==> src/rtl/blc_pkg.sv <==
package blc_pkg;

    localparam int CFG_AW = 4;
    localparam int CFG_DW = 16;

    localparam int ADDR_GAIN_BASE = 4;
    localparam int ADDR_PHASE     = 8;
    localparam int ADDR_CTRL      = 9;

    typedef logic [1:0] slot_t;

    typedef struct packed {
        logic row;
        logic col;
    } parity_t;

    typedef struct packed {
        logic sof;
        logic eol;
    } marks_t;

    // Mosaic slot from pixel parity rotated by the programmed phase.
    function automatic slot_t slot_of(parity_t p, logic [1:0] phase);
        return {p.row ^ phase[1], p.col ^ phase[0]};
    endfunction

endpackage

==> src/rtl/blc_cfg_bank.sv <==
module blc_cfg_bank
    import blc_pkg::*;
#(
    parameter int PIX_W    = 12,
    parameter int GAIN_W   = 16,
    parameter int GAIN_ONE = 4096
) (
    input  logic                         clk,
    input  logic                         rst,
    input  logic                         cfg_we,
    input  logic [CFG_AW-1:0]            cfg_addr,
    input  logic [CFG_DW-1:0]            cfg_wdata,
    input  logic                         load,
    output logic [3:0][PIX_W-1:0]        ped_eff,
    output logic [3:0][GAIN_W-1:0]       gain_eff,
    output logic [1:0]                   phase_eff,
    output logic                         clip_eff
);

    logic [3:0][PIX_W-1:0]  sh_ped,  act_ped;
    logic [3:0][GAIN_W-1:0] sh_gain, act_gain;
    logic [1:0]             sh_phase, act_phase;
    logic                   sh_clip,  act_clip;

    for (genvar k = 0; k < 4; k++) begin : g_slot
        always_ff @(posedge clk) begin
            if (rst) begin
                sh_ped[k]   <= '0;
                act_ped[k]  <= '0;
                sh_gain[k]  <= GAIN_W'(GAIN_ONE);
                act_gain[k] <= GAIN_W'(GAIN_ONE);
            end else begin
                if (cfg_we && cfg_addr == CFG_AW'(k))
                    sh_ped[k] <= cfg_wdata[PIX_W-1:0];
                if (cfg_we && cfg_addr == CFG_AW'(ADDR_GAIN_BASE + k))
                    sh_gain[k] <= cfg_wdata[GAIN_W-1:0];
                if (load) begin
                    act_ped[k]  <= sh_ped[k];
                    act_gain[k] <= sh_gain[k];
                end
            end
        end
        // The frame's first beat already sees the pending shadow values.
        assign ped_eff[k]  = load ? sh_ped[k]  : act_ped[k];
        assign gain_eff[k] = load ? sh_gain[k] : act_gain[k];
    end

    always_ff @(posedge clk) begin
        if (rst) begin
            sh_phase  <= '0;
            act_phase <= '0;
            sh_clip   <= 1'b0;
            act_clip  <= 1'b0;
        end else begin
            if (cfg_we && cfg_addr == CFG_AW'(ADDR_PHASE))
                sh_phase <= cfg_wdata[1:0];
            if (cfg_we && cfg_addr == CFG_AW'(ADDR_CTRL))
                sh_clip <= cfg_wdata[0];
            if (load) begin
                act_phase <= sh_phase;
                act_clip  <= sh_clip;
            end
        end
    end

    assign phase_eff = load ? sh_phase : act_phase;
    assign clip_eff  = load ? sh_clip  : act_clip;

endmodule

==> src/rtl/blc_parity.sv <==
module blc_parity
    import blc_pkg::*;
(
    input  logic       clk,
    input  logic       rst,
    input  logic       acc,
    input  logic       sof,
    input  logic       eol,
    input  logic [1:0] phase,
    output slot_t      slot
);

    parity_t pos_q;
    parity_t cur;

    always_comb begin
        cur = sof ? parity_t'('0) : pos_q;
    end

    always_ff @(posedge clk) begin
        if (rst) begin
            pos_q <= '0;
        end else if (acc) begin
            pos_q.row <= eol ? ~cur.row : cur.row;
            pos_q.col <= eol ? 1'b0     : ~cur.col;
        end
    end

    assign slot = slot_of(cur, phase);

endmodule

==> src/rtl/blc_pipe.sv <==
module blc_pipe
    import blc_pkg::*;
#(
    parameter int PIX_W   = 12,
    parameter int GAIN_W  = 16,
    parameter int FRAC    = 12,
    parameter bit REFLECT = 1'b1
) (
    input  logic              clk,
    input  logic              rst,
    input  logic              adv,
    input  logic              acc,
    input  logic [PIX_W-1:0]  pix,
    input  logic [PIX_W-1:0]  ped,
    input  logic [GAIN_W-1:0] gain,
    input  logic              clip,
    input  logic              sof,
    input  logic              eol,
    output logic              m_valid,
    output logic [PIX_W-1:0]  m_data,
    output logic              m_sof,
    output logic              m_eol
);

    localparam int PROD_W = PIX_W + GAIN_W;
    localparam int SUM_W  = PROD_W + 1;
    localparam logic [SUM_W-1:0] HALF = SUM_W'(1) << (FRAC - 1);
    localparam logic [SUM_W-1:0] MAXV = (SUM_W'(1) << PIX_W) - SUM_W'(1);

    typedef struct packed {
        logic              v;
        marks_t            mk;
        logic [PIX_W-1:0]  mag;
        logic [GAIN_W-1:0] gain;
    } st1_t;

    typedef struct packed {
        logic              v;
        marks_t            mk;
        logic [PROD_W-1:0] prod;
    } st2_t;

    typedef struct packed {
        logic              v;
        marks_t            mk;
        logic [PIX_W-1:0]  data;
    } st3_t;

    st1_t s1;
    st2_t s2;
    st3_t s3;

    // Stage 1 combinational: pedestal removal and negative handling.
    logic [PIX_W:0]   d_pos, d_neg;
    logic             neg, fold;
    logic [PIX_W-1:0] mag;

    assign d_pos = {1'b0, pix} - {1'b0, ped};
    assign d_neg = {1'b0, ped} - {1'b0, pix};
    assign neg   = d_pos[PIX_W];

    if (REFLECT) begin : g_reflect
        assign fold = ~clip;
    end else begin : g_clip_only
        assign fold = 1'b0;
    end

    always_comb begin
        if (!neg)      mag = d_pos[PIX_W-1:0];
        else if (fold) mag = d_neg[PIX_W-1:0];
        else           mag = '0;
    end

    // Stage 3 combinational: round to nearest and saturate.
    logic [SUM_W-1:0] sum, shifted;
    logic [PIX_W-1:0] sat;

    assign sum     = {1'b0, s2.prod} + HALF;
    assign shifted = sum >> FRAC;
    assign sat     = (shifted > MAXV) ? MAXV[PIX_W-1:0] : shifted[PIX_W-1:0];

    always_ff @(posedge clk) begin
        if (rst) begin
            s1 <= '0;
            s2 <= '0;
            s3 <= '0;
        end else if (adv) begin
            s1.v    <= acc;
            s1.mk   <= acc ? marks_t'({sof, eol}) : marks_t'('0);
            s1.mag  <= mag;
            s1.gain <= gain;

            s2.v    <= s1.v;
            s2.mk   <= s1.mk;
            s2.prod <= PROD_W'(s1.mag) * PROD_W'(s1.gain);

            s3.v    <= s2.v;
            s3.mk   <= s2.mk;
            s3.data <= sat;
        end
    end

    assign m_valid = s3.v;
    assign m_data  = s3.data;
    assign m_sof   = s3.mk.sof;
    assign m_eol   = s3.mk.eol;

endmodule

==> src/rtl/bayer_blc.sv <==
module bayer_blc
    import blc_pkg::*;
#(
    parameter int PIX_W     = 12,
    parameter int GAIN_INT  = 4,
    parameter int GAIN_FRAC = 12,
    parameter bit REFLECT   = 1'b1
) (
    input  logic              clk,
    input  logic              rst,
    input  logic              s_valid,
    output logic              s_ready,
    input  logic [PIX_W-1:0]  s_data,
    input  logic              s_sof,
    input  logic              s_eol,
    output logic              m_valid,
    input  logic              m_ready,
    output logic [PIX_W-1:0]  m_data,
    output logic              m_sof,
    output logic              m_eol,
    input  logic              cfg_we,
    input  logic [3:0]        cfg_addr,
    input  logic [15:0]       cfg_wdata
);

    localparam int GAIN_W   = GAIN_INT + GAIN_FRAC;
    localparam int GAIN_ONE = 1 << GAIN_FRAC;

    logic                   acc, load;
    logic [3:0][PIX_W-1:0]  ped_eff;
    logic [3:0][GAIN_W-1:0] gain_eff;
    logic [1:0]             phase_eff;
    logic                   clip_eff;
    slot_t                  slot;

    assign s_ready = m_ready;
    assign acc     = s_valid & s_ready;
    assign load    = acc & s_sof;

    blc_cfg_bank #(
        .PIX_W    (PIX_W),
        .GAIN_W   (GAIN_W),
        .GAIN_ONE (GAIN_ONE)
    ) u_cfg (
        .clk       (clk),
        .rst       (rst),
        .cfg_we    (cfg_we),
        .cfg_addr  (cfg_addr),
        .cfg_wdata (cfg_wdata),
        .load      (load),
        .ped_eff   (ped_eff),
        .gain_eff  (gain_eff),
        .phase_eff (phase_eff),
        .clip_eff  (clip_eff)
    );

    blc_parity u_par (
        .clk   (clk),
        .rst   (rst),
        .acc   (acc),
        .sof   (s_sof),
        .eol   (s_eol),
        .phase (phase_eff),
        .slot  (slot)
    );

    blc_pipe #(
        .PIX_W   (PIX_W),
        .GAIN_W  (GAIN_W),
        .FRAC    (GAIN_FRAC),
        .REFLECT (REFLECT)
    ) u_pipe (
        .clk     (clk),
        .rst     (rst),
        .adv     (m_ready),
        .acc     (acc),
        .pix     (s_data),
        .ped     (ped_eff[slot]),
        .gain    (gain_eff[slot]),
        .clip    (clip_eff),
        .sof     (s_sof),
        .eol     (s_eol),
        .m_valid (m_valid),
        .m_data  (m_data),
        .m_sof   (m_sof),
        .m_eol   (m_eol)
    );

endmodule

==> config.mk <==
export PLATFORM = sky130hd
export DESIGN_NAME = bayer_blc
export DESIGN_NICKNAME = d
export VERILOG_FILES = /design/src/rtl/blc_pkg.sv /design/src/rtl/blc_cfg_bank.sv /design/src/rtl/blc_parity.sv /design/src/rtl/blc_pipe.sv /design/src/rtl/bayer_blc.sv
export SDC_FILE = /design/constraint.sdc
export NUM_CORES = 1
export LEC_CHECK = 0
export BUFFER_PORTS_ARGS = -buffer_cell sky130_fd_sc_hd__buf_2
export CAP_MARGIN = 10
export CORE_MARGIN = 3
export CORE_UTILIZATION = 40
export CTS_BUF_LIST = sky130_fd_sc_hd__clkbuf_16
export CTS_CLUSTER_DIAMETER = 150
export DETAILED_ROUTE_END_ITERATION = 16
export PLACE_DENSITY_LB_ADDON = 0.12
export SETUP_SLACK_MARGIN = 0.3
export SYNTH_ARGS = -nofsm -noshare
export SYNTH_HDL_FRONTEND = slang
export SYNTH_SLANG_ARGS = --single-unit
==> constraint.sdc <==
create_clock -name clk -period 11.3 [get_ports clk]
set_clock_uncertainty 0.2 [all_clocks]
set_input_delay 1.695 -clock clk [delete_from_list [all_inputs] [get_ports clk]]
set_output_delay 1.695 -clock clk [all_outputs]
set_load 0.03 [all_outputs]
==> metrics.md, run 1 <==
| Metric | Value |
|---|---|
| Worst-path fanout max | `55` |
| Outcome | `completed` |
| Post-synthesis to final-layout area growth | `7.71%` |
| TNS Setup | `0 ns` |
| Die span in y | `between 200 and 250 µm` |
| Fin nets | `2,457` |
| Total of flip-flops plus latches after synthesis | `298` |
| Overall global routing resource usage | `19.8%` |
| Wire length per cell | `between 15 and 20 µm` |
| Dominant cell type by area after synthesis | `sky130_fd_sc_hd__dfxtp_1` |
| Worst-case clock buffer depth | `3` |
| Part of the power in combinational logic | `13.0%` |
| Iter 0 DRT Violations | `780` |
| Internal power contribution | `~1.7 mW` |
| Stage delay of the slowest cell on the critical path | `approximately 0.94 ns` |
| Count of port buffers added during placement | `54` |
| First-pass GRT wire length | `80.6 mm` |
| Post-route minimum period | `7.53 ns` |
| Post-CTS resize count | `0` |
| Share of synthesized area occupied by flip-flops and latches | `a little under a third` |
| Worst hold slack across all endpoints | `0.251 ns` |
| Starting density of the core | `about two fifths` |
| Data required time of the worst path | `~11 ns` |
| Static power due to leakage | `just under 9 nW` |
| Final hold violation count | `0` |
| I/O pin count | `55` |
| Core ar. | `between 0.04 and 0.05 mm²` |
| Worst vdd rail ir drop | `between 0.1 and 0.15 mV` |
| Endpoints failing setup | `0` |
| Cell with the largest stage delay on the worst path | `sky130_fd_sc_hd__o31ai_2` |
| Weighted congestion reported at the end of routability-driven placement | `between 0.8 and 0.9` |
| Final period utilization | `66.6%` |
| Switching Share | `around 28%` |
| CTS tree | `built` |
| Kind of path behind the tightest hold check | `reg2reg` |
| Relative slew margins | `14.2%` |
| Achievable Freq | `around 130 MHz` |
| Number of iterations in the first detailed-routing pass | `7` |
| Vias in the first global route | `roughly 15,000` |
| Post-Syn Area | `between 0.015 and 0.02 mm²` |
| Dominant register cell in the synthesized netlist | `sky130_fd_sc_hd__dfxtp_1` |
| Pin count of the biggest net entering global routing | `around 120` |
| CTS Sinks | `~300` |
| Category of the most critical setup path | `in2reg` |
| Remaining global-route overflow | `0` |
| DP HPWL | `between 30 and 40 mm` |
| Sw Pwr | `0.688 mW` |
| Layout cells sized above 1 | `approximately 8.1%` |
| Cts hold-fix bufs | `0` |
| Remaining number of nets flagged by the antenna check after routing | `0` |
| Register share of total power | `a little under half` |
| Standard-cell row count | `just under 80` |
| Max Slew Vio Count | `0` |
| Clock H-tree levels | `2` |
| Yosys warning total | `0` |
| Total clock buffers created by CTS | `34` |
| Number of buffers added for setup after CTS | `0` |
| Nets in the synthesized netlist | `2,506` |
| Clock power share | `40.9%` |
| Max-Cap Viols | `0` |
| Via count of the routed design | `approximately 15,000` |
| Cells taking the most area after synthesis | `sky130_fd_sc_hd__dfxtp_1 (31%), sky130_fd_sc_hd__fa_1 (15%), sky130_fd_sc_hd__nand2_1 (11%)` |
| Reg clk slew, reported paths | `0.05 ns` |
| Cell variety after synth | `70` |
| Wire length after detailed routing | `between 40 and 50 mm` |
| X dimension of the die | `about 230 µm` |
| DR vias/cell | `approximately 5.3` |
| Total Die Area | `0.0510 mm²` |
| Number of antenna violations at the first check in global routing | `0` |
| Proportion of netlist area held by the largest area contributor | `around 31%` |
| Kind of capture point of the worst setup path | `flip-flop` |
| CP startpoint kind | `input pin` |
| Worst skew pair latency | `around 0.52 ns` |
| Cell chain of the critical path | `buf_4 > nand3_4 > mux2i_4 > xnor2_4 > buf_4 > mux4_2 > mux2i_1 > inv_1 > fa_1 > inv_1 > a21oi_1 > o211a_1 > o31ai_2 > nor2_1 > a22o_1 > o21ai_0 > o21ai_0` |
| Root buf cell | `sky130_fd_sc_hd__clkbuf_16` |
| Power Density | `approximately 120 mW/mm²` |
| Unrepaired setup endpoints after global routing | `false` |
| Fraction of registers with async set/reset | `0%` |
| Mean Syn Cell Area | `about 8.6 µm²` |
| Post-route DRC | `0` |
| Final Power | `around 2.4 mW` |
| Arr. time, crit path | `just under 8 ns` |
| Number of enable flip-flop cells after synthesis | `0` |
| Number of standard cells after synthesis | `about 2,200` |
| Slew at the pin closest to its max-slew limit | `roughly 1.3 ns` |
[state kept, by name (all words and copies together), names as in the netlist, 2 cells and up]
register,cells
u_cfg.act_gain,64
u_cfg.act_ped,48
u_cfg.act_phase,2
u_cfg.sh_gain,64
u_cfg.sh_ped,48
u_cfg.sh_phase,2
u_par.pos_q,2
u_pipe.m_data,12
u_pipe.s1,31
u_pipe.s2,20
[layout by cell type (no fill, tap or decap), types with 15 or more instances in the layout]
cell type / Yosys / layout
sky130_fd_sc_hd__nand2_1: 543 / 543
sky130_fd_sc_hd__dfxtp_1: 298 / 298
sky130_fd_sc_hd__inv_1: 214 / 222
sky130_fd_sc_hd__a21oi_1: 215 / 215
sky130_fd_sc_hd__fa_1: 141 / 141
sky130_fd_sc_hd__nor2_1: 124 / 122
sky130_fd_sc_hd__ha_1: 86 / 86
sky130_fd_sc_hd__mux2i_1: 82 / 82
sky130_fd_sc_hd__and2_1: 61 / 61
sky130_fd_sc_hd__mux4_2: 55 / 55
sky130_fd_sc_hd__buf_2: 18 / 52
sky130_fd_sc_hd__a211oi_1: 36 / 36
sky130_fd_sc_hd__clkbuf_16: 0 / 34
sky130_fd_sc_hd__nand3_1: 26 / 26
sky130_fd_sc_hd__o21ai_0: 20 / 20
sky130_fd_sc_hd__xnor2_1: 18 / 18
sky130_fd_sc_hd__nand2b_1: 15 / 15
[cells in the mapped netlist, types with 6 or more instances]
cell type	n
sky130_fd_sc_hd__buf_2	18
sky130_fd_sc_hd__and2_1	61
sky130_fd_sc_hd__buf_1	9
sky130_fd_sc_hd__a21o_1	10
sky130_fd_sc_hd__a211oi_1	36
sky130_fd_sc_hd__nor3_1	15
sky130_fd_sc_hd__xnor2_1	18
sky130_fd_sc_hd__a31oi_1	7
sky130_fd_sc_hd__mux4_2	55
sky130_fd_sc_hd__nand4_1	8
sky130_fd_sc_hd__a21oi_1	215
sky130_fd_sc_hd__nand3b_1	11
sky130_fd_sc_hd__mux2i_1	82
sky130_fd_sc_hd__o311ai_0	7
sky130_fd_sc_hd__nand2b_1	15
sky130_fd_sc_hd__o211ai_1	7
sky130_fd_sc_hd__nand2_1	543
sky130_fd_sc_hd__ha_1	86
sky130_fd_sc_hd__nand3_1	26
sky130_fd_sc_hd__clkbuf_1	115
sky130_fd_sc_hd__o31ai_1	6
sky130_fd_sc_hd__nor2_1	124
sky130_fd_sc_hd__o21ai_0	20
sky130_fd_sc_hd__fa_1	141
sky130_fd_sc_hd__xor2_1	13
sky130_fd_sc_hd__inv_1	214
sky130_fd_sc_hd__dfxtp_1	298
[area by class of cell]
type | instances | area (µm²)
Inverter | 214 | 803
Antenna cell | 1 | 2.50
Clock inverter | 24 | 124
Fill cell | 4665 | 26300
Sequential cell | 298 | 5970
Clock buffer | 34 | 851
Timing Repair Buffer | 67 | 380
Tap cell | 607 | 759
Multi-Input combinational cell | 1576 | 11900
[layer usage]
layer  track usage [%]  wire, µm  up-vias
met5                 0         0        -
met4              5.13      1130        0
met3              2.91      2230       67
met2              33.1     23100      266
met1              27.1     22900     7331
li1                  -         -     7215
[critical path, delay by kind of cell]
| family | cells | cell delay [ns] |
|---|---|---|
| AO/OA/AOI/OAI | 6 | 1.84 |
| adder cells (fa/ha/maj) | 1 | 0.41 |
| buffers and inverters | 4 | 1.13 |
| multiplexers | 3 | 1.38 |
| AND/OR/NAND/NOR | 2 | 1.02 |
| XOR/XNOR | 1 | 0.19 |
[through the flow]
step	instance area (µm²)	util (%)	std cells	setup WS, ns
floorplan	19300	-	2240	5.49
global placement	19800	42.1	2762	3.37
detailed placement	19800	42.1	2762	3.30
CTS	20800	44.2	2820	3.83
global route	20800	44.2	2820	3.24
finish	20800	44.2	2821	3.77
[final timing paths]
| kind | slack (ns) | to | start | depth (start not counted) |
|---|---|---|---|---|
| max reg2reg | 4.75 | u_pipe.s2[26] | u_pipe.s1[19] | 18 |
| max | 3.77 | u_pipe.s1[18] | m_ready | 17 |
| min reg2reg | 0.25 | u_cfg.act_gain[0] | u_cfg.act_gain[0] | 2 |
| min | 0.25 | u_cfg.act_gain[0] | u_cfg.act_gain[0] | 2 |
[kinds of logic after synthesis]
group | synth area share, %
simple gates | 18.3
buf+inv | 7.62
compound gates | 10.3
flops | 30.9
fa+ha+maj | 20.2
mux | 11.1
xor+xnor | 1.63
[power by group through the flow]
stage	registers (mW)	clock network [mW]	logic (mW)
global route	1.12	1.06	0.361
finish	1.12	0.991	0.315
CTS	1.12	1.02	0.321
global placement	1.14	0	0.316
detailed placement	1.14	0	0.319
floorplan	1.12	0	0.246
Power figures use the tool's default switching activity.
==> inputs of run 2 (changes only) <==
==> constraint.sdc (replaced) <==
create_clock -name clk -period 7.05 [get_ports clk]
set_clock_uncertainty 0.2 [all_clocks]
set_input_delay 1.0575 -clock clk [delete_from_list [all_inputs] [get_ports clk]]
set_output_delay 1.0575 -clock clk [all_outputs]
set_load 0.03 [all_outputs]
==> run 2 against run 1 <==
  * Via count is 0.58% higher
  * Power is 67% higher
  * Highest routed layer is now met5
  * Setup slack worse by 2.7 ns
  * Core utilization is 0.57 points higher
  * Clock-buffer cell count is 2 higher
  * Non-clock buffer count is 18 higher
==> metrics.md, run 2 (synthesis results as in run 1) <==
| Metric | Value |
|---|---|
| Total Die Area | `roughly 0.05 mm²` |
| Kind of path behind the tightest hold check | `reg2reg` |
| Outcome | `completed` |
| Iter 0 DRT Violations | `890` |
| Worst vdd rail ir drop | `0.164 mV` |
| Post-synthesis to final-layout area growth | `9.10%` |
| Remaining number of nets flagged by the antenna check after routing | `0` |
| Achievable Freq | `169 MHz` |
| Reg clk slew, reported paths | `~0.060 ns` |
| Worst-case clock buffer depth | `3` |
| Worst-path fanout max | `17` |
| Vias in the first global route | `15,085` |
| Starting density of the core | `about two fifths` |
| Layout cells sized above 1 | `a little under a tenth` |
| Fin nets | `between 2,000 and 2,500` |
| Unrepaired setup endpoints after global routing | `false` |
| Largest registers in the final layout | `u_cfg.act_gain x64, u_cfg.sh_gain x64` |
| Core ar. | `between 0.04 and 0.05 mm²` |
| Number of buffers added for setup after CTS | `0` |
| Worst skew pair latency | `0.54 ns` |
| Kind of capture point of the worst setup path | `flip-flop` |
| Count of port buffers added during placement | `54` |
| Number of iterations in the first detailed-routing pass | `5` |
| Diode count | `0` |
| I/O pin count | `55` |
| X dimension of the die | `about 230 µm` |
| Static power due to leakage | `between 8 and 9 nW` |
| Data required time of the worst path | `slightly above 7 ns` |
| Commonest non-fill, non-tap cells in the layout | `sky130_fd_sc_hd__nand2_1 (543), sky130_fd_sc_hd__dfxtp_1 (298), sky130_fd_sc_hd__inv_1 (223)` |
| Clock H-tree levels | `2` |
| Most common library cell in the layout ignoring fill and taps | `sky130_fd_sc_hd__nand2_1` |
| CTS tree | `built` |
| Arr. time, crit path | `between 6 and 7 ns` |
| First-pass GRT wire length | `about 83 mm` |
| Max-Cap Viols | `0` |
| Weighted congestion reported at the end of routability-driven placement | `between 0.8 and 0.9` |
| Post-route DRC | `0` |
| Die span in y | `approximately 230 µm` |
| Total clock buffers created by CTS | `36` |
| Number of antenna violations at the first check in global routing | `3` |
| CP startpoint kind | `flip-flop` |
| Remaining global-route overflow | `0` |
| Final hold violation count | `0` |
| Via count of the routed design | `roughly 15,000` |
| Pin count of the biggest net entering global routing | `132` |
| Standard-cell row count | `79` |
| Wire length after detailed routing | `between 50 and 60 mm` |
| Relative slew margins | `between 20 and 30%` |
| Slew at the pin closest to its max-slew limit | `approximately 1.1 ns` |
| Overall global routing resource usage | `~20%` |
| DR vias/cell | `around 5.3` |
| Final period utilization | `approximately 84%` |
| Post-CTS resize count | `0` |
| Power Density | `around 190 mW/mm²` |
| Endpoints failing setup | `0` |
| DP HPWL | `around 35 mm` |
| Worst hold slack across all endpoints | `0.251 ns` |
| Root buf cell | `sky130_fd_sc_hd__clkbuf_16` |
| TNS Setup | `0 ns` |
| Post-route minimum period | `around 5.9 ns` |
| Cts hold-fix bufs | `0` |
| Wire length per cell | `~18 µm` |
| Category of the most critical setup path | `reg2reg` |
| Max Slew Vio Count | `0` |
| CTS Sinks | `~300` |
==> run 2: cell types whose count changed in the layout (fill, tap and decap cells not counted), sizes merged <==
cell,change
clkinvlp,-1
clkinv,+2
bufinv,+2
clkbuf,+2
buf,+18
diode,-1
==> run 2: where the power goes <==
group / total, mW / switching (mW) / internal (mW)
sequential: 1.78 / 0.0546 / 1.72
clock: 1.74 / 0.740 / 1.00
combinational: 0.532 / 0.339 / 0.193
total: 4.05 / 1.13 / 2.92
==> run 2: layout make-up <==
cell class                      instances  area [µm²]
Multi-Input combinational cell       1576       11900
Inverter                              214         803
Sequential cell                       298        5970
Fill cell                            4619       26100
Clock inverter                         27         184
Timing Repair Buffer                   85         541
Clock buffer                           36         901
Tap cell                              607         759
==> run 2: layer usage <==
| layer | GRT usage [%] | routed length (µm) | vias to the layer above |
|---|---|---|---|
| met1 | 27.4 | 23200 | 7381 |
| met5 | 0 | 34 | - |
| li1 | - | - | 7233 |
| met4 | 6.29 | 1460 | 6 |
| met3 | 2.98 | 1940 | 84 |
| met2 | 34.2 | 24000 | 262 |
==> run 2: critical path: stages, from the launching register on <==
cell                       delay [ns]
sky130_fd_sc_hd__dfxtp_1         0.74
sky130_fd_sc_hd__nand2_1         0.15
sky130_fd_sc_hd__fa_1            0.52
sky130_fd_sc_hd__inv_1           0.05
sky130_fd_sc_hd__fa_1            0.49
sky130_fd_sc_hd__inv_1           0.05
sky130_fd_sc_hd__fa_1            0.52
sky130_fd_sc_hd__inv_1           0.05
sky130_fd_sc_hd__fa_1            0.49
sky130_fd_sc_hd__fa_1            0.42
sky130_fd_sc_hd__ha_1            0.35
sky130_fd_sc_hd__o211ai_1        0.12
sky130_fd_sc_hd__a211oi_1        0.24
sky130_fd_sc_hd__a211oi_1        0.11
sky130_fd_sc_hd__buf_4           0.16
sky130_fd_sc_hd__o31ai_1         0.47
sky130_fd_sc_hd__a41oi_1         0.25
sky130_fd_sc_hd__o21bai_1        0.21
sky130_fd_sc_hd__xnor2_1         0.14
sky130_fd_sc_hd__o21ai_1         0.07
==> run 2: path summary, 6_finish.rpt <==
path	startpoint	endpoint	slack (ns)	cells after the start
min reg2reg	u_cfg.act_ped[24]	u_cfg.act_ped[24]	0.25	2
min	u_cfg.act_ped[24]	u_cfg.act_ped[24]	0.25	2
max reg2reg	u_pipe.s1[21]	u_pipe.s2[20]	1.12	19
max	u_pipe.s1[21]	u_pipe.s2[20]	1.12	19
==> run 2: per-stage QoR <==
| stage | setup slack [ns] | instance area [µm²] | power (mW) | cells | utilization [%] |
|---|---|---|---|---|---|
| 2_1_floorplan | 1.64 | 19300 | 2.19 | 2240 | - |
| 3_3_place_gp | 1.16 | 20000 | 2.35 | 2780 | 42.4 |
| 3_5_place_dp | 1.11 | 20000 | 2.35 | 2780 | 42.4 |
| 4_1_cts | 1.08 | 21100 | 4.12 | 2843 | 44.7 |
| 5_1_grt | 0.659 | 21100 | 4.26 | 2843 | 44.7 |
| 6_report | 1.12 | 21100 | 4.05 | 2843 | 44.7 |
==> inputs of run 3 (changes only) <==
--- a/config.mk
+++ b/config.mk
@@ -5,6 +5,7 @@
 export SDC_FILE = /design/constraint.sdc
 export NUM_CORES = 1
 export LEC_CHECK = 0
+export ABC_AREA = 1
 export BUFFER_PORTS_ARGS = -buffer_cell sky130_fd_sc_hd__buf_2
 export CAP_MARGIN = 10
 export CORE_MARGIN = 3
==> constraint.sdc (replaced) <==
create_clock -name clk -period 4.9 [get_ports clk]
set_clock_uncertainty 0.2 [all_clocks]
set_input_delay 0.735 -clock clk [delete_from_list [all_inputs] [get_ports clk]]
set_output_delay 0.735 -clock clk [all_outputs]
set_load 0.03 [all_outputs]
==> run 3 against run 2 <==
  * Non-clock buffer count grew 94
  * Setup slack lost 1.0 ns
  * Die area grew 1.4%
  * Largest power group is now combinational logic
  * Critical path type unchanged
  * Maximum frequency grew 23%
  * First-iteration DRC count grew 15%
  * Power grew 91%
==> metrics.md, run 3 <==
| Metric | Value |
|---|---|
| Max-Cap Viols | `0` |
| Worst-path fanout max | `6` |
| Cells taking the most area after synthesis | `sky130_fd_sc_hd__dfxtp_1 (30%), sky130_fd_sc_hd__fa_1 (14%), sky130_fd_sc_hd__nand2_1 (10%)` |
| Switching Share | `between 30% and 40%` |
| Dominant cell type by area after synthesis | `sky130_fd_sc_hd__dfxtp_1` |
| Diode count | `0` |
| Standard-cell row count | `80` |
| Register share of total power | `33.7%` |
| Worst skew pair latency | `~0.53 ns` |
| CP startpoint kind | `flip-flop` |
| Power Density | `approximately 330 mW/mm²` |
| DP HPWL | `approximately 40 mm` |
| Final period utilization | `a little over nine tenths` |
| GR met2 Demand/Resource | `between 30% and 40%` |
| Routing usage on met1 | `roughly 30%` |
| Share of synthesized area occupied by flip-flops and latches | `between 30 and 40%` |
| Kind of capture point of the worst setup path | `flip-flop` |
| Area occupied by multi-input gates | `~0.012 mm²` |
| X dimension of the die | `approximately 230 µm` |
| Kind of path behind the tightest hold check | `reg2reg` |
| Data required time of the worst path | `~5.1 ns` |
| Part of the power in combinational logic | `between 30 and 40%` |
| Category of the most critical setup path | `reg2reg` |
| Wire length after detailed routing | `around 57 mm` |
| Commonest non-fill, non-tap cells in the layout | `sky130_fd_sc_hd__nand2_1 (508), sky130_fd_sc_hd__nor2_1 (442), sky130_fd_sc_hd__inv_1 (379)` |
| Iter 0 DRT Violations | `~1,000` |
| Number of enable flip-flop cells after synthesis | `0` |
| Fraction of registers with async set/reset | `0%` |
| Slew at the pin closest to its max-slew limit | `around 0.8 ns` |
| Most frequently used cell type in the post-synthesis netlist | `sky130_fd_sc_hd__nand2_1` |
| Count of port buffers added during placement | `54` |
| Most common library cell in the layout ignoring fill and taps | `sky130_fd_sc_hd__nand2_1` |
| Worst vdd rail ir drop | `~0.32 mV` |
| Number of antenna violations at the first check in global routing | `4` |
| Yosys warning total | `0` |
| Vias in the first global route | `about 17,000` |
| CTS Sinks | `roughly 300` |
| Largest registers in the final layout | `u_cfg.act_gain x64, u_cfg.sh_gain x64` |
| Most Used Layer, Global Route | `met2` |
| Post-route minimum period | `just under 5 ns` |
| Number of standard cells after synthesis | `roughly 2,700` |
| Mean Syn Cell Area | `roughly 7.3 µm²` |
| Endpoints failing setup | `0` |
| Weighted congestion reported at the end of routability-driven placement | `~0.9` |
| Pin count of the biggest net entering global routing | `135` |
| Total of flip-flops plus latches after synthesis | `298` |
| CTS tree | `built` |
| Total clock buffers created by CTS | `36` |
| Proportion of netlist area held by the largest area contributor | `~30%` |
| Clock power share | `a little under a third` |
| Relative slew margins | `48.2%` |
| Sw Pwr | `2.74 mW` |
| Core ar. | `roughly 0.048 mm²` |
| Clock H-tree levels | `2` |
| Storage cell area | `between 0.006 and 0.007 mm²` |
| Max Slew Vio Count | `0` |
| Arr. time, crit path | `5.01 ns` |
| I/O pin count | `55` |
| Achievable Freq | `roughly 210 MHz` |
| Met3 GRT Util | `2.95%` |
| Root buf cell | `sky130_fd_sc_hd__clkbuf_16` |
| Fin nets | `3,022` |
| Leading post-synthesis cells by instance count | `sky130_fd_sc_hd__nand2_1 (548), sky130_fd_sc_hd__nor2_1 (461), sky130_fd_sc_hd__inv_1 (397), sky130_fd_sc_hd__dfxtp_1 (298), sky130_fd_sc_hd__o21ai_0 (167)` |
| Total Die Area | `0.0517 mm²` |
| Final design area excluding fillers | `between 0.02 and 0.025 mm²` |
| Via count of the routed design | `about 17,000` |
| Remaining global-route overflow | `0` |
| Wire length per cell | `approximately 17 µm` |
| Post-route DRC | `0` |
| Reg clk slew, reported paths | `0.05 ns` |
| Final standard cell utilization of the core | `between 40% and 50%` |
| Starting density of the core | `around 41%` |
| Total placed instance area | `about 0.021 mm²` |
| Remaining number of nets flagged by the antenna check after routing | `0` |
| Post-Syn Area | `roughly 0.020 mm²` |
| Static power due to leakage | `approximately 12 nW` |
| Worst-case clock buffer depth | `3` |
| Fill cell instance count of the final layout | `just under 5,000` |
| Cell variety after synth | `between 40 and 50` |
| First-pass GRT wire length | `between 90 and 100 mm` |
| Dominant register cell in the synthesized netlist | `sky130_fd_sc_hd__dfxtp_1` |
| Number of iterations in the first detailed-routing pass | `5` |
| Post-synthesis to final-layout area growth | `18.9%` |
| Layout cells sized above 1 | `between 15 and 20%` |
| Nets in the synthesized netlist | `2,959` |
| Die span in y | `approximately 230 µm` |
| Outcome | `completed` |
| Internal power contribution | `between 5 and 6 mW` |
| Unrepaired setup endpoints after global routing | `true` |
| DR vias/cell | `between 4 and 5` |
| Final hold violation count | `0` |
| Overall global routing resource usage | `between 20% and 30%` |
## run 3: cell count changes after synthesis, sizes merged, moves of 35 or more
cell    previous run  this run
a211oi            36         1
a21oi            215        78
and2              61         1
inv              214       412
mux4              56         0
nand3             27       139
nor2             124       463
o21ai             21       171
## run 3: worst paths after layout
check / from / to / slack (ns) / cells past startpoint
min: u_cfg.sh_ped[3] / u_cfg.sh_ped[3] / 0.25 / 2
min reg2reg: u_cfg.sh_ped[3] / u_cfg.sh_ped[3] / 0.25 / 2
max reg2reg: u_pipe.s1[24] / u_pipe.s2[26] / 0.09 / 22
max: u_pipe.s1[24] / u_pipe.s2[26] / 0.09 / 22
## run 3: logic make-up after synthesis
group                    Yosys count  synth area share, %
AND/OR/NAND/NOR                 1197                 24.4
flip-flops                       298                 30.4
adder cells (fa/ha/maj)          227                 19.9
AO/OA/AOI/OAI                    272                 7.25
multiplexers                     100                 5.10
XOR/XNOR                          33                 1.51
buffers and inverters            566                 11.4
## run 3: critical path: stages (launching register included)
cell                      delay (ns)
sky130_fd_sc_hd__dfxtp_4        0.36
sky130_fd_sc_hd__buf_12         0.14
sky130_fd_sc_hd__nand2_4        0.05
sky130_fd_sc_hd__inv_2          0.04
sky130_fd_sc_hd__fa_1           0.54
sky130_fd_sc_hd__inv_2          0.04
sky130_fd_sc_hd__fa_1           0.53
sky130_fd_sc_hd__inv_1          0.05
sky130_fd_sc_hd__fa_1           0.45
sky130_fd_sc_hd__fa_1           0.50
sky130_fd_sc_hd__inv_1          0.05
sky130_fd_sc_hd__fa_1           0.49
sky130_fd_sc_hd__inv_2          0.05
sky130_fd_sc_hd__ha_4           0.29
sky130_fd_sc_hd__nand2_2        0.11
sky130_fd_sc_hd__nor2_4         0.12
sky130_fd_sc_hd__inv_1          0.10
sky130_fd_sc_hd__nor4_4         0.16
sky130_fd_sc_hd__nand3_1        0.13
sky130_fd_sc_hd__nand3_1        0.10
sky130_fd_sc_hd__nand2_1        0.05
sky130_fd_sc_hd__nor2_1         0.11
sky130_fd_sc_hd__nor2_1         0.04
## run 3: per-stage QoR
stage	std cells	hold WS (ns)	setup slack, ns	power [mW]	TNS (ns)
2_1_floorplan	2693	0.229	0.207	4.28	0
3_3_place_gp	3321	0.239	-0.155	5.05	-1.63
3_5_place_dp	3321	0.244	-0.178	5.06	-1.97
4_1_cts	3388	0.254	0.0844	7.77	0
5_1_grt	3393	0.276	-0.115	8.23	-0.814
6_report	3393	0.253	0.0933	7.75	0
## run 3: per-layer routing
layer | routed length (µm) | part of all wire, %
met3 | 2650 | 4.7
met2 | 27300 | 48
met4 | 1450 | 2.5
met5 | 34 | 0.060
met1 | 25500 | 45
## run 3: what timing repair did
item                                    in CTS  in global routing
pin swaps                                   45                 43
cloned                                       2                  1
buffers inserted                             5                  3
hold buffers                                 0                  0
endpoints found under the setup margin      17                 17
resized for setup                          110                 67
## run 3: power groups by stage
stage          clock [mW]  combinational, mW  sequential, mW
2_1_floorplan           0               1.64            2.64
3_3_place_gp            0               2.40            2.65
3_5_place_dp            0               2.41            2.65
4_1_cts              2.53               2.63            2.61
5_1_grt              2.62               2.99            2.62
6_report             2.46               2.69            2.61
## run 3: final cells by class
cell class	count	area share [%]
sequential	298	25.8
multi-input combinational	1829	52.7
clock buffer	37	3.97
tap	615	3.30
timing repair buffer	179	6.98
inverter	412	6.64
clock inverter	23	0.628
